[config.mk]
export PLATFORM = sky130hd
export DESIGN_NAME = rst_supervisor
export DESIGN_NICKNAME = d
export VERILOG_FILES = /design/src/rtl/supv_pkg.sv /design/src/rtl/supv_tick.sv /design/src/rtl/supv_sync.sv /design/src/rtl/supv_debounce.sv /design/src/rtl/supv_watchdog.sv /design/src/rtl/supv_stretch.sv /design/src/rtl/rst_supervisor.sv
export SDC_FILE = /design/constraint.sdc
export NUM_CORES = 1
export LEC_CHECK = 0
export CELL_PAD_IN_SITES_DETAIL_PLACEMENT = 2
export CELL_PAD_IN_SITES_GLOBAL_PLACEMENT = 2
export CORE_ASPECT_RATIO = 1.2
export CORE_MARGIN = 3
export CORE_UTILIZATION = 41
export DETAILED_ROUTE_END_ITERATION = 10
export DONT_BUFFER_PORTS = 1
export HOLD_SLACK_MARGIN = 0.03
export PLACE_DENSITY = 0.88
export SLEW_MARGIN = 25
export SYNTH_ARGS = -nofsm -noshare
export SYNTH_HDL_FRONTEND = slang
export SYNTH_SLANG_ARGS = --single-unit
[constraint.sdc]
create_clock -name clk -period 2.25 [get_ports clk]
set_input_delay 0.3375 -clock clk [delete_from_list [all_inputs] [get_ports clk]]
set_output_delay 0.3375 -clock clk [all_outputs]
set_load 0.03 [all_outputs]
[src/rtl/supv_pkg.sv]
package supv_pkg;
  function automatic int cnt_w(input int maxval);
    return (maxval < 1) ? 1 : $clog2(maxval + 1);
  endfunction

  function automatic int max3(input int a, input int b, input int c);
    int m;
    m = (a > b) ? a : b;
    return (m > c) ? m : c;
  endfunction

  // watchdog period in ms for a select code; 2'b11 behaves like 2'b10
  function automatic int wd_period(input logic [1:0] sel, input int s, input int m, input int l);
    case (sel)
      2'b00:   return s;
      2'b01:   return m;
      default: return l;
    endcase
  endfunction
endpackage

[src/rtl/supv_tick.sv]
module supv_tick #(
  parameter int CLK_PER_MS = 125000
) (
  input  logic clk,
  input  logic por_n_i,
  output logic tick_o
);
  localparam int W = supv_pkg::cnt_w(CLK_PER_MS - 1);
  logic [W-1:0] cnt;

  assign tick_o = (cnt == W'(CLK_PER_MS - 1));

  always_ff @(posedge clk or negedge por_n_i) begin
    if (!por_n_i)    cnt <= '0;
    else if (tick_o) cnt <= '0;
    else             cnt <= cnt + 1'b1;
  end
endmodule

[src/rtl/supv_sync.sv]
module supv_sync #(
  parameter int            WIDTH   = 2,
  parameter logic [WIDTH-1:0] RST_VAL = '1
) (
  input  logic             clk,
  input  logic             por_n_i,
  input  logic [WIDTH-1:0] d_i,
  output logic [WIDTH-1:0] q_o
);
  for (genvar g = 0; g < WIDTH; g++) begin : g_bit
    logic s1, s2;
    always_ff @(posedge clk or negedge por_n_i) begin
      if (!por_n_i) begin
        s1 <= RST_VAL[g];
        s2 <= RST_VAL[g];
      end else begin
        s1 <= d_i[g];
        s2 <= s1;
      end
    end
    assign q_o[g] = s2;
  end
endmodule

[src/rtl/supv_debounce.sv]
module supv_debounce #(
  parameter int DEBOUNCE_MS = 20
) (
  input  logic clk,
  input  logic por_n_i,
  input  logic tick_i,
  input  logic pb_n_s_i,
  output logic pressed_o
);
  localparam int W = supv_pkg::cnt_w(DEBOUNCE_MS);
  logic [W-1:0] cnt;

  always_ff @(posedge clk or negedge por_n_i) begin
    if (!por_n_i) begin
      cnt       <= '0;
      pressed_o <= 1'b0;
    end else if (pb_n_s_i) begin
      cnt       <= '0;
      pressed_o <= 1'b0;
    end else if (!pressed_o && tick_i) begin
      if (cnt == W'(DEBOUNCE_MS)) pressed_o <= 1'b1;
      else                        cnt <= cnt + 1'b1;
    end
  end

  // a high sample cancels the press on the next edge
  p_release_cancels_r3: assert property (@(posedge clk) disable iff (!por_n_i)
    pb_n_s_i |=> !pressed_o);
endmodule

[src/rtl/supv_watchdog.sv]
module supv_watchdog #(
  parameter int WD_SHORT_MS = 150,
  parameter int WD_MID_MS   = 600,
  parameter int WD_LONG_MS  = 1200
) (
  input  logic       clk,
  input  logic       por_n_i,
  input  logic       tick_i,
  input  logic       rst_active_i,
  input  logic       strobe_s_i,
  input  logic [1:0] sel_i,
  output logic       kick_o,
  output logic       bite_o
);
  localparam int W = supv_pkg::cnt_w(supv_pkg::max3(WD_SHORT_MS, WD_MID_MS, WD_LONG_MS));
  logic [W-1:0] cnt, lim;
  logic         st_d;

  assign lim    = W'(supv_pkg::wd_period(sel_i, WD_SHORT_MS, WD_MID_MS, WD_LONG_MS));
  assign kick_o = st_d & ~strobe_s_i;
  assign bite_o = ~rst_active_i & ~kick_o & tick_i & (cnt >= lim);

  always_ff @(posedge clk or negedge por_n_i) begin
    if (!por_n_i) begin
      cnt  <= '0;
      st_d <= 1'b1;
    end else begin
      st_d <= strobe_s_i;
      if (rst_active_i || kick_o) cnt <= '0;
      else if (tick_i) begin
        if (cnt >= lim) cnt <= '0;
        else            cnt <= cnt + 1'b1;
      end
    end
  end

  // count is frozen at zero while reset is active
  p_frozen_in_reset_r6: assert property (@(posedge clk) disable iff (!por_n_i)
    rst_active_i |=> (cnt == '0));
  // a falling strobe edge restarts the count
  p_kick_restarts_r7: assert property (@(posedge clk) disable iff (!por_n_i)
    (kick_o && !rst_active_i) |=> (cnt == '0));
endmodule

[src/rtl/supv_stretch.sv]
module supv_stretch #(
  parameter int STRETCH_MS = 250
) (
  input  logic clk,
  input  logic por_n_i,
  input  logic tick_i,
  input  logic cause_i,
  output logic active_o
);
  localparam int W = supv_pkg::cnt_w(STRETCH_MS);
  logic [W-1:0] cnt;

  always_ff @(posedge clk or negedge por_n_i) begin
    if (!por_n_i) begin
      active_o <= 1'b1;
      cnt      <= '0;
    end else if (cause_i) begin
      active_o <= 1'b1;
      cnt      <= '0;
    end else if (active_o && tick_i) begin
      if (cnt == W'(STRETCH_MS)) active_o <= 1'b0;
      else                       cnt <= cnt + 1'b1;
    end
  end

  // any cause asserts reset on the next edge
  p_cause_asserts_r1: assert property (@(posedge clk) disable iff (!por_n_i)
    cause_i |=> active_o);
  // a cause restarts the hold interval
  p_cause_restarts_r11: assert property (@(posedge clk) disable iff (!por_n_i)
    cause_i |=> (cnt == '0));
  // release only on a tick with no cause present
  p_release_on_tick_r2: assert property (@(posedge clk) disable iff (!por_n_i)
    $fell(active_o) |-> ($past(tick_i) && !$past(cause_i)));
endmodule

[src/rtl/rst_supervisor.sv]
module rst_supervisor #(
  parameter int CLK_PER_MS  = 125000,
  parameter int STRETCH_MS  = 250,
  parameter int DEBOUNCE_MS = 20,
  parameter int WD_SHORT_MS = 150,
  parameter int WD_MID_MS   = 600,
  parameter int WD_LONG_MS  = 1200
) (
  input  logic       clk,
  input  logic       por_n_i,
  input  logic       pwr_fail_i,
  input  logic       pb_n_i,
  input  logic       strobe_i,
  input  logic [1:0] wd_sel_i,
  output logic       rst_o,
  output logic       rst_n_o
);
  logic       tick, pressed, kick, bite, cause, active;
  logic [1:0] sync_q;

  supv_tick #(.CLK_PER_MS(CLK_PER_MS)) u_tick (
    .clk(clk), .por_n_i(por_n_i), .tick_o(tick));

  supv_sync #(.WIDTH(2), .RST_VAL(2'b11)) u_sync (
    .clk(clk), .por_n_i(por_n_i), .d_i({strobe_i, pb_n_i}), .q_o(sync_q));

  supv_debounce #(.DEBOUNCE_MS(DEBOUNCE_MS)) u_deb (
    .clk(clk), .por_n_i(por_n_i), .tick_i(tick), .pb_n_s_i(sync_q[0]),
    .pressed_o(pressed));

  supv_watchdog #(.WD_SHORT_MS(WD_SHORT_MS), .WD_MID_MS(WD_MID_MS),
                  .WD_LONG_MS(WD_LONG_MS)) u_wd (
    .clk(clk), .por_n_i(por_n_i), .tick_i(tick), .rst_active_i(active),
    .strobe_s_i(sync_q[1]), .sel_i(wd_sel_i), .kick_o(kick), .bite_o(bite));

  assign cause = pwr_fail_i | pressed | bite;

  supv_stretch #(.STRETCH_MS(STRETCH_MS)) u_str (
    .clk(clk), .por_n_i(por_n_i), .tick_i(tick), .cause_i(cause),
    .active_o(active));

  assign rst_o   = active;
  assign rst_n_o = ~active;

  // an expiry only occurs while reset is released
  p_bite_only_released_r6: assert property (@(posedge clk) disable iff (!por_n_i)
    bite |-> !rst_o);
  // an expiry always produces reset on the next edge
  p_bite_resets_r8: assert property (@(posedge clk) disable iff (!por_n_i)
    bite |=> rst_o);
  // a kick never coincides with an expiry
  p_kick_blocks_bite_r7: assert property (@(posedge clk) disable iff (!por_n_i)
    kick |-> !bite);
endmodule

-- After elaboration in Yosys (flattened, before gate mapping)
Index checks and enable logic that the tools add are counted.
- register bits: 48
- input bits: 7
- output and inout port bits: 2
- logic and storage cells: 62
- add/subtract/negate cells: 4
- $lt $le $gt $ge: 1
- equal/unequal tests: 6
- multiplexer cells: 17
- bitwise operators: 9
- reduce and logical (&&, ||, !) cells: 14
- operators with widths (kind ; number):
    11-bit 2-to-1 mux ; 3
    8-bit 2-to-1 mux ; 3
    11-bit one-hot mux with 2 select lines ; 1
    17-bit by 1-bit adder with 17-bit output, second input constant ; 1
    17-bit == test, second input constant ; 1
    17-bit 2-to-1 mux ; 1
    5-bit 2-to-1 mux ; 3
    11-bit by 1-bit adder with 11-bit output, second input constant ; 1
    11-bit >= comparator ; 1
    2-bit nonzero test ; 5
    8-bit by 1-bit adder with 8-bit output, second input constant ; 1
    8-bit == test, second input constant ; 1
    2-bit AND reduction ; 4
    1-bit 2-to-1 mux ; 6
    5-bit by 1-bit adder with 5-bit output, second input constant ; 1
    5-bit == test, second input constant ; 1
    1-bit AND ; 4
    2-bit != test, second input constant ; 2
    1-bit NOT ; 3
    2-bit by 1-bit == test with 1-bit output, second input constant ; 1
    1-bit logical AND ; 2
    2-bit zero test ; 1
    1-bit OR ; 2
    1-bit zero test ; 1
    1-bit logical OR ; 1

-- Longest topological paths before layout
Gate-level depths: netlist (run 1).
- depth after elaboration: 9
- depth in mapped cells: 9
- mapped depth without buffers: 8

-- Cells and area by module
A second synthesis (run 1) with hierarchy kept.
- cell total of the unflattened synthesis: 261
- area total of the unflattened synthesis: 2615.0 µm²
- by module, submodules not included (module ; instances ; cells an instance ; area each (µm²) ; sequential area each (µm²)):
    supv_watchdog ; 1 ; 92 ; 834.6 ; 301.5
    supv_tick ; 1 ; 76 ; 833.3 ; 425.4
    supv_stretch ; 1 ; 51 ; 490.5 ; 226.5
    supv_debounce ; 1 ; 34 ; 326.6 ; 150.1
    supv_sync ; 1 ; 6 ; 120.1 ; 105.1
    rst_supervisor ; 1 ; 2 ; 10.0 ; 0.0

-- Worst setup path before layout (run 1)
Ideal clock, no wire load.
- path kind: input -> register
- start point: input port wd_sel_i[1]
- end point: register u_str.cnt[0]
- library setup time: 134 ps
- arrival time: 1965 ps
- data required time: 2116 ps
- slack: 150 ps
- cell stages on the path: 7
- cells stage by stage: or2_2 -> ha_1 -> nand3b_1 -> a311oi_2 -> nor3_4 -> o31ai_4 -> nor2_1
- cells in the longest elaborated chain, start to end: 7
- elaborated cells on any way between the ends: 10
- RTL lines (item ; RTL line ; source):
    start, declared ; rst_supervisor.sv:14 ; input logic [1:0] wd_sel_i,
    2-bit by 1-bit == test with 1-bit output or 2-bit zero test (tied branches) ; supv_pkg.sv:14 ; case (sel)
    11-bit one-hot mux with 2 select lines * ; supv_pkg.sv:14 ;
    11-bit >= comparator * ; supv_watchdog.sv:21 ; assign bite_o = ~rst_active_i & ~kick_o & tick_i & (cnt >= lim);
    1-bit AND * ; supv_watchdog.sv:21 ;
    1-bit OR * ; rst_supervisor.sv:36 ; assign cause = pwr_fail_i | pressed | bite;
    2-bit != test (no line) or 2-bit nonzero test (tied branches) ; - ;
    2-bit AND reduction (no line) ; - ;
    end signal, assigned ; supv_stretch.sv:22 ; else cnt <= cnt + 1'b1;
    end, declared ; supv_stretch.sv:11 ; logic [W-1:0] cnt;
Every way passes the cells marked *; elsewhere a longest branch is shown, timed or not.
A chain may end at the register's enable or synchronous reset.

-- Final worst setup path (run 1)
- start point: register u_wd.cnt[10]
- end point: register u_str.active_o
- cells in the longest elaborated chain, start to end: 5
- elaborated cells on any way between the ends: 7
- RTL lines (item ; RTL line ; source):
    start, declared ; supv_watchdog.sv:16 ; logic [W-1:0] cnt, lim;
    start signal, assigned ; supv_watchdog.sv:32 ; else cnt <= cnt + 1'b1;
    11-bit >= comparator * ; supv_watchdog.sv:21 ;
    1-bit AND * ; supv_watchdog.sv:21 ;
    1-bit OR * ; rst_supervisor.sv:36 ;
    2-bit nonzero test (no line) ; - ;
    2-bit AND reduction (no line) ; - ;
    end signal, assigned ; supv_stretch.sv:15 ; active_o <= 1'b1;
    end signal, assigned ; supv_stretch.sv:18 ; active_o <= 1'b1;
    end signal, assigned ; supv_stretch.sv:21 ; if (cnt == W'(STRETCH_MS)) active_o <= 1'b0;
    end, declared ; supv_stretch.sv:8 ; output logic active_o
Marked as above.

==> results.yml, run 1 <==
die:
  rows: 31
  initial_core_util: 0.432
  die_area_um2: 7550
  core_um2: 6210
  die_x_um: 79.8
  fp.dieH_um: 94.6
  pin_count: 9
pwr:
  total_power_mw: 1.57
  leakage_nw: 1.24
  switchingPower_uw: 347
  clkPwrFrac: 0.409
  power_density_nw_per_um2: 513
  power_frac_comb: 0.033
  power.internal_mw: 1.22
  vdd.ir_drop.worst_mv: 0.457
  swShare: 0.222
  seq_power_share: 0.558
clock_tree:
  root_buffer: "clkbuf_8"
  cts_tree: "built"
  clkLatencyLatePin_ns: 0.30
  cts_sinks: 48
  cts_max_level: 2
  numCtsBuffers: 5
  clk_pin_slew_ns: 0.10
  clockBufferDepth: 2
place:
  gp_congestion: 0.765
  place_ws_ns: -0.0138
  dpl_cell_area_um2: 2850
  port_buffers: 0
  dp_cells: 366
  place_hpwl_um: 5640
logic_synthesis:
  ys_warn_count: 0
  synth_enable_flop_cells: 0
  ys.flop_type: "dfrtp_1"
  syn-instance-count: 277
  ys_ff_latch: 48
  yosysSeqAreaShare: 0.451
  postSynthAreaPerCell_um2: 9.68
  synth_nets: 298
  yosysUniqueCellTypes: 44
  async_flop_share: 1.00
  syn-cell-area_um2: 2680
setup_path:
  critical_path_class: "reg2reg"
  arrival_ns: 2.40
  critPathLaunchType: "register"
  endpoint_kind: "register"
  critPathRequiredTime_ns: 2.50
  path_max_fanout: 6
job:
  drv_cap: 0
sta:
  worst_pin_slew_ns: 0.645
  clock_skew_ns: 0.00996
  holdWs_ns: 0.353
  post-route-period-util: 0.957
  hold_viol_final: 0
  setup_viol: 0
  finalWorstSetupSlack_ns: 0.0959
  fin_crit_ns: 2.15
  relSlewSlack: 0.565
  slew_viol_final: 0
  max_freq_mhz: 464
finish:
  fillers: 669
  design_area_um2: 3050
  area_growth_syn_to_layout_pct: 13.7
  final_layout_size_suffix_gt1_frac: 0.151
  stdcell_count: 380
  nets: 318
  antenna_cells: 0
  ff_latch_area_um2: 1210
  multi_input_area_um2: 1400
detailed_routing:
  avgViaCountPerCell: 6.03
  antenna_left: 0
  wl_per_cell_um: 23.2
  via_count: 2292
  drtIter0Drc: 85
  drc_errors: 0
  drt_wl_total_um: 8800
  firstDrtPassIters: 4
global_routing:
  grt_max_degree: 49
  grt_util_all_layers: 0.254
  overflow: 0
  first_global_vias: 2632
  grt_first_pass_wirelength_um: 14200
  antenna_found_initial: 0
run_status:
  status: "finished clean"
min_path:
  hold_path_class: "reg2reg"
-- state kept, by name (all words and copies together) (netlist names) --
signal,count
u_deb.cnt,5
u_deb.pressed_o,1
u_str.active_o,1
u_str.cnt,8
u_sync.g_bit.s1,2
u_sync.g_bit.s2,2
u_tick.cnt,17
u_wd.cnt,11
u_wd.st_d,1
-- cell usage after synthesis (6+ instances only) --
cell type	number	share of area
dfrtp_1	42	0.39
nor2_1	29	0.041
nand3_1	24	0.045
xnor2_1	18	0.059
nand2_1	17	0.024
a21oi_1	16	0.030
ha_1	14	0.065
inv_1	14	0.020
nand4_1	13	0.030
nor3_1	10	0.019
xor2_1	7	0.023
dfstp_2	6	0.059
o21ai_0	6	0.011
-- cells in the final DEF, fill, tap and decap left out, drive strengths merged, types with 3 or more instances in the layout --
| master | count |
|---|---|
| nor2 | 29 |
| xnor2 | 18 |
| nor4 | 6 |
| or2 | 3 |
| nor3 | 12 |
| o21a | 3 |
| inv | 14 |
| a22oi | 3 |
| and3 | 4 |
| buf | 16 |
| ha | 14 |
| dfstp | 6 |
| nand4 | 14 |
| xor2 | 7 |
| dfrtp | 42 |
| nand2 | 17 |
| and4 | 4 |
| and2 | 4 |
| clkbuf | 5 |
| a21oi | 16 |
| dlygate4sd3 | 3 |
| o21ai | 6 |
| nor2b | 3 |
| nand4b | 3 |
| nand3 | 24 |
-- power groups by stage --
stage | clock, mW | combinational (mW) | sequential (mW)
floorplan | 0 | 0.0155 | 0.889
global placement | 0 | 0.0216 | 0.890
CTS | 0.643 | 0.0515 | 0.874
global route | 0.702 | 0.0579 | 0.875
detailed placement | 0 | 0.0235 | 0.890
finish | 0.640 | 0.0518 | 0.874
-- layer usage --
layer / routed length [um] / vias to the layer above / track usage
met1: 3300 / 1177 / 0.270
met4: 461 / 0 / 0.134
met5: 0 / - / 0
li1: - / 1034 / -
met2: 4800 / 49 / 0.470
met3: 243 / 32 / 0.0506
-- metrics by stage --
step	util	setup TNS [ns]
after floorplan	-	0
after global placement	0.460	0
after detailed placement	0.460	-0.0138
after CTS	0.487	0
after global routing	0.491	-0.00823
final	0.491	0
-- area by class of cell --
class,count,area share
well taps,82,0.0336
clock inverters,3,0.0140
repair buffers,19,0.0558
flip-flops and latches,48,0.397
clock buffers,5,0.0226
multi-input cells,209,0.460
inverters,14,0.0172
-- worst max-delay path: stages, from the launching register on --
cell and delay [ns]:
dfrtp_1 0.43, ha_1 0.34, nand4b_1 0.18, a311oi_2 0.41, nor3_4 0.12, o31ai_4 0.30
buf_4 0.20, nand2b_1 0.12
-- what timing repair did --
item                                    in CTS  in global routing
buffers inserted                             0                  2
gates resized for setup                      0                  3
endpoints found under the setup margin       0                  9
hold buffers                                 4                  0
hold endpoints to repair                    50                  0
-- worst paths after layout --
path,from,slack [ns],to,cells after the start
setup / recovery,u_wd.cnt[10],0.1,u_str.active_o,7
hold / removal,u_sync.g_bit[1].s1,0.35,u_sync.g_bit[1].s2,0
setup reg to reg,u_wd.cnt[10],0.1,u_str.active_o,7
hold reg to reg,u_sync.g_bit[1].s1,0.35,u_sync.g_bit[1].s2,0
max in group asynchronous,por_n_i,1.44,u_wd.st_d,2
min in group asynchronous,por_n_i,0.53,u_deb.cnt[2],2
-- logic make-up (layout without fill, tap and decap cells) --
| group | Yosys count | in the layout | share of synthesized area |
|---|---|---|---|
| AND/OR/NAND/NOR | 135 | 135 | 0.287 |
| adder cells (fa/ha/maj) | 14 | 14 | 0.0653 |
| buffers and inverters | 20 | 41 | 0.0299 |
| flip-flops | 48 | 48 | 0.451 |
| XOR/XNOR | 25 | 25 | 0.0817 |
| AO/OA/AOI/OAI | 34 | 34 | 0.0821 |
| multiplexers | 1 | 1 | 0.00373 |
(Power assumes the default switching activity.)
==> run 2: changes to the inputs <==
==> constraint.sdc (replaced) <==
create_clock -name clk -period 2.3 [get_ports clk]
set_input_delay 0.345 -clock clk [delete_from_list [all_inputs] [get_ports clk]]
set_output_delay 0.345 -clock clk [all_outputs]
set_load 0.03 [all_outputs]
==> results.yml, run 2 (synthesis results as in run 1) <==
place:
  gp_congestion: 0.732
  place_hpwl_um: 5550
  port_buffers: 0
  dpl_cell_area_um2: 2890
  place_ws_ns: -0.153
setup_path:
  timing.rr.start: "u_wd.cnt[10]"
  critPathLaunch: "u_wd.cnt[10]"
  endpoint_kind: "register"
  critPathRequiredTime_ns: 2.56
  path_max_fanout: 17
  critical_path.endpoint: "u_str.active_o"
  arrival_ns: 2.44
  worstReg2RegEnd: "u_str.active_o"
  critPathLaunchType: "register"
  r2r_slack_ns: 0.12
  rr_worst_depth: 8
  critical_path_class: "reg2reg"
pwr:
  seq_power_share: 0.586
  swShare: 0.249
  total_power_mw: 1.46
  power_frac_comb: 0.035
  leakage_nw: 1.26
  switchingPower_uw: 364
  power_density_nw_per_um2: 477
  power.internal_mw: 1.10
  clkPwrFrac: 0.379
  vdd.ir_drop.worst_mv: 0.362
die:
  fp.dieH_um: 94.6
  rows: 31
  die_area_um2: 7550
  core_um2: 6210
  die_x_um: 79.8
  pin_count: 9
  initial_core_util: 0.432
sta:
  relSlewSlack: 0.596
  post-route-period-util: 0.948
  holdWs_ns: 0.246
  hold_viol_final: 0
  worst_pin_slew_ns: 0.598
  clock_skew_ns: 0.00805
  finalWorstSetupSlack_ns: 0.119
  fin_crit_ns: 2.18
  setup_viol: 0
  max_freq_mhz: 458
  rsz0062_at_grt: "false"
  slew_viol_final: 0
clock_tree:
  numCtsBuffers: 5
  clkLatencyLatePin_ns: 0.32
  clockBufferDepth: 2
  root_buffer: "clkbuf_8"
  cts_tree: "built"
  cts_max_level: 2
  cts_sinks: 48
  clk_pin_slew_ns: 0.10
job:
  drv_cap: 0
detailed_routing:
  drt_wl_total_um: 8070
  wl_per_cell_um: 21.1
  via_count: 2248
  antenna_left: 0
  firstDrtPassIters: 4
  drtIter0Drc: 66
  avgViaCountPerCell: 5.87
  drc_errors: 0
finish:
  area_growth_syn_to_layout_pct: 14.0
  final_common_cell: "dfrtp_1"
  fin_util: 0.493
  nets: 321
  design_area_um2: 3060
  final_cell_mix: "42 x dfrtp_1, 29 x nor2_1, 24 x nand3_1"
  largest_reg_flops: 17
  antenna_cells: 0
  largest_register: "u_tick.cnt"
  final_layout_size_suffix_gt1_frac: 0.150
  top_regs: "u_tick.cnt (17), u_wd.cnt (11), u_str.cnt (8)"
global_routing:
  grt_util_all_layers: 0.238
  antenna_found_initial: 0
  overflow: 0
  first_global_vias: 2549
  grt_first_pass_wirelength_um: 13700
  grt_max_degree: 49
run_status:
  status: "finished clean"
min_path:
  hold_path_class: "in2reg"
==> run 2: how the worst min path moves through the flow <==
stage | from | end | slack [ns] | depth (start not counted)
global placement | por_n_i | u_deb.cnt[0] | 0.05 | 0
floorplan | por_n_i | u_deb.cnt[0] | 0.05 | 0
detailed placement | por_n_i | u_deb.cnt[0] | 0.05 | 0
global route | pwr_fail_i | u_str.cnt[7] | 0.26 | 3
finish | pwr_fail_i | u_str.cnt[7] | 0.25 | 3
CTS | pwr_fail_i | u_str.cnt[6] | 0.31 | 3
==> run 2: layout make-up <==
| cell class | instances | area, um2 |
|---|---|---|
| clock buffers | 5 | 68.8 |
| fillers | 640 | 3150 |
| inverters | 14 | 52.6 |
| repair buffers | 22 | 205 |
| clock inverters | 3 | 26.3 |
| flip-flops and latches | 48 | 1210 |
| well taps | 82 | 103 |
| multi-input cells | 209 | 1390 |
==> run 2: what timing repair did <==
| item | CTS | global route |
|---|---|---|
| hold buffers | 4 | 0 |
| endpoints found under the setup margin | 0 | 8 |
| hold endpoints to repair | 50 | 0 |
| buffers inserted | 0 | 2 |
| gates resized for setup | 0 | 0 |
==> run 2: worst max-delay path, cell delays in order, from the launching register on <==
cell and delay, ns:
dfrtp_1 0.43, ha_1 0.34, nand4b_1 0.18, a311oi_2 0.36
nor3_4 0.09, buf_12 0.16, o31ai_4 0.27, buf_4 0.18
nand2b_1 0.12
==> run 2: metal layers <==
layer  track usage  wire length (um)  up-vias
met5             0                 0        -
met4        0.0620                97        0
met3        0.0334               145       11
met2         0.456              4540       30
met1         0.274              3280     1172
li1              -                 -     1035
==> run 2: stage by stage <==
stage          TNS [ns]  cells
5_1_grt               0    383
6_report              0    383
2_1_floorplan         0    277
3_3_place_gp    -0.0990    369
4_1_cts               0    381
3_5_place_dp      -1.07    369
==> run 2: power by group through the flow <==
stage / clock network, mW / registers (mW) / logic [mW]
2_1_floorplan: 0 / 0.870 / 0.0152
3_3_place_gp: 0 / 0.871 / 0.0201
3_5_place_dp: 0 / 0.871 / 0.0219
4_1_cts: 0.552 / 0.855 / 0.0491
5_1_grt: 0.592 / 0.856 / 0.0567
6_report: 0.554 / 0.855 / 0.0504
==> run 3: changes to the inputs <==
--- a/config.mk
+++ b/config.mk
@@ -12,6 +12,7 @@
 export CORE_UTILIZATION = 41
 export DETAILED_ROUTE_END_ITERATION = 10
 export DONT_BUFFER_PORTS = 1
+export GPL_TIMING_DRIVEN = 0
 export HOLD_SLACK_MARGIN = 0.03
 export PLACE_DENSITY = 0.88
 export SLEW_MARGIN = 25
==> results.yml, run 3 (synthesis results as in run 1) <==
sta:
  slew_viol_final: 0
  setup_viol: 0
  relSlewSlack: 0.287
  post-route-period-util: 0.961
  clock_skew_ns: 0.0229
  tns_ns: 0
  fin_crit_ns: 2.21
  hold_viol_final: 0
  worst_pin_slew_ns: 1.06
  max_freq_mhz: 452
finish:
  final_cell_mix: "40 x dfrtp_1, 29 x nor2_1, 23 x nand3_1"
  nets: 317
  top_regs: "u_tick.cnt (17), u_wd.cnt (11), u_str.cnt (8)"
  final_common_cell: "dfrtp_1"
  multi_input_area_um2: 1410
  fillers: 670
  largest_reg_flops: 17
  final_layout_size_suffix_gt1_frac: 0.145
  largest_register: "u_tick.cnt"
  ff_latch_area_um2: 1210
  antenna_cells: 0
  area_growth_syn_to_layout_pct: 13.2
  fin_util: 0.489
clock_tree:
  clkLatencyLatePin_ns: 0.34
  root_buffer: "clkbuf_8"
  cts_sinks: 48
  numCtsBuffers: 5
  cts_max_level: 2
  clk_pin_slew_ns: 0.11
  clockBufferDepth: 2
  cts_tree: "built"
setup_path:
  critPathRequiredTime_ns: 2.46
  critPathLaunchType: "register"
  arrival_ns: 2.37
  path_max_fanout: 7
  critical_path_class: "reg2reg"
  r2r_slack_ns: 0.09
  endpoint_kind: "register"
detailed_routing:
  avgViaCountPerCell: 5.94
  firstDrtPassIters: 4
  drc_errors: 0
  drtIter0Drc: 98
  wl_per_cell_um: 23.0
  drt_wl_total_um: 8710
  antenna_left: 0
  via_count: 2251
place:
  port_buffers: 0
  gp_congestion: 0.796
  place_hpwl_um: 5000
pwr:
  power_density_nw_per_um2: 475
  leakage_nw: 1.23
  vdd.ir_drop.worst_mv: 0.369
  total_power_mw: 1.44
global_routing:
  antenna_found_initial: 0
  overflow: 0
  first_global_vias: 2478
  grt_max_degree: 49
  grt_util_all_layers: 0.252
  grt_first_pass_wirelength_um: 14100
die:
  initial_core_util: 0.432
  core_um2: 6210
  die_area_um2: 7550
  rows: 31
  fp.dieH_um: 94.6
  die_x_um: 79.8
  pin_count: 9
job:
  drv_cap: 0
min_path:
  hold_path_class: "in2reg"
run_status:
  status: "finished clean"
run 3: changes by cell type in the layout (fill, tap and decap cells not counted), sizes merged:
cell	delta
buf	-8
clkbuf	+5
clkinvlp	+1
inv	-2
run 3: report_power, final:
group	switching (mW)	total [mW]	internal (mW)
Sequential	0.00310	0.854	0.851
Clock	0.320	0.534	0.214
Combinational	0.0337	0.0536	0.0198
Total	0.357	1.44	1.08
run 3: final cells by class:
cell class,instances,share of cell area
inverter,14,0.0173
clock inverter,2,0.00412
timing repair buffer,12,0.0429
buffer,6,0.0132
tap,82,0.0338
clock buffer,6,0.0239
sequential,48,0.399
multi-input combinational,209,0.466
run 3: metrics by stage:
step,std cells,hold slack (ns),instance area [um2],setup WS [ns]
global placement,359,0.0504,2780,-0.0972
detailed placement,359,0.0502,2780,-0.182
finish,379,0.315,3030,0.0895
global route,379,0.330,3030,-0.00392
floorplan,277,0.0494,2680,0.193
CTS,372,0.324,2950,0.0212
run 3: timing repair:
| item | 4_1_cts | 5_1_grt |
|---|---|---|
| endpoints found under the hold margin | 50 | 0 |
| hold buffers | 4 | 0 |
| pin swaps | 1 | 3 |
| gates resized for setup | 0 | 12 |
| setup buffers | 1 | 7 |
| endpoints found under the setup margin | 6 | 18 |
run 3: path summary, 6_finish.rpt:
| path | startpoint | end | cells after the start |
|---|---|---|---|
| max in group asynchronous | por_n_i | u_sync.g_bit[0].s1 | 2 |
| min in group asynchronous | por_n_i | u_wd.cnt[0] | 2 |
| min reg2reg | u_sync.g_bit[1].s2 | u_wd.st_d | 0 |
| max | u_tick.cnt[2] | u_tick.cnt[6] | 4 |
| max reg2reg | u_tick.cnt[2] | u_tick.cnt[6] | 4 |
| min | pwr_fail_i | u_str.cnt[6] | 4 |
run 3: critical path, stage by stage, from the launching register on:
cell and delay, ns:
dfrtp_1 0.57, nand2_1 0.13, or2_2 0.32, nor4_1 0.90, nor2_1 0.12
run 3: routing by layer:
metal | global-route usage | vias to the layer above | wire, um
met2 | 0.469 | 26 | 4860
met4 | 0.0944 | 0 | 194
met3 | 0.0410 | 13 | 134
met1 | 0.286 | 1182 | 3520
li1 | - | 1030 | -
met5 | 0 | - | 0
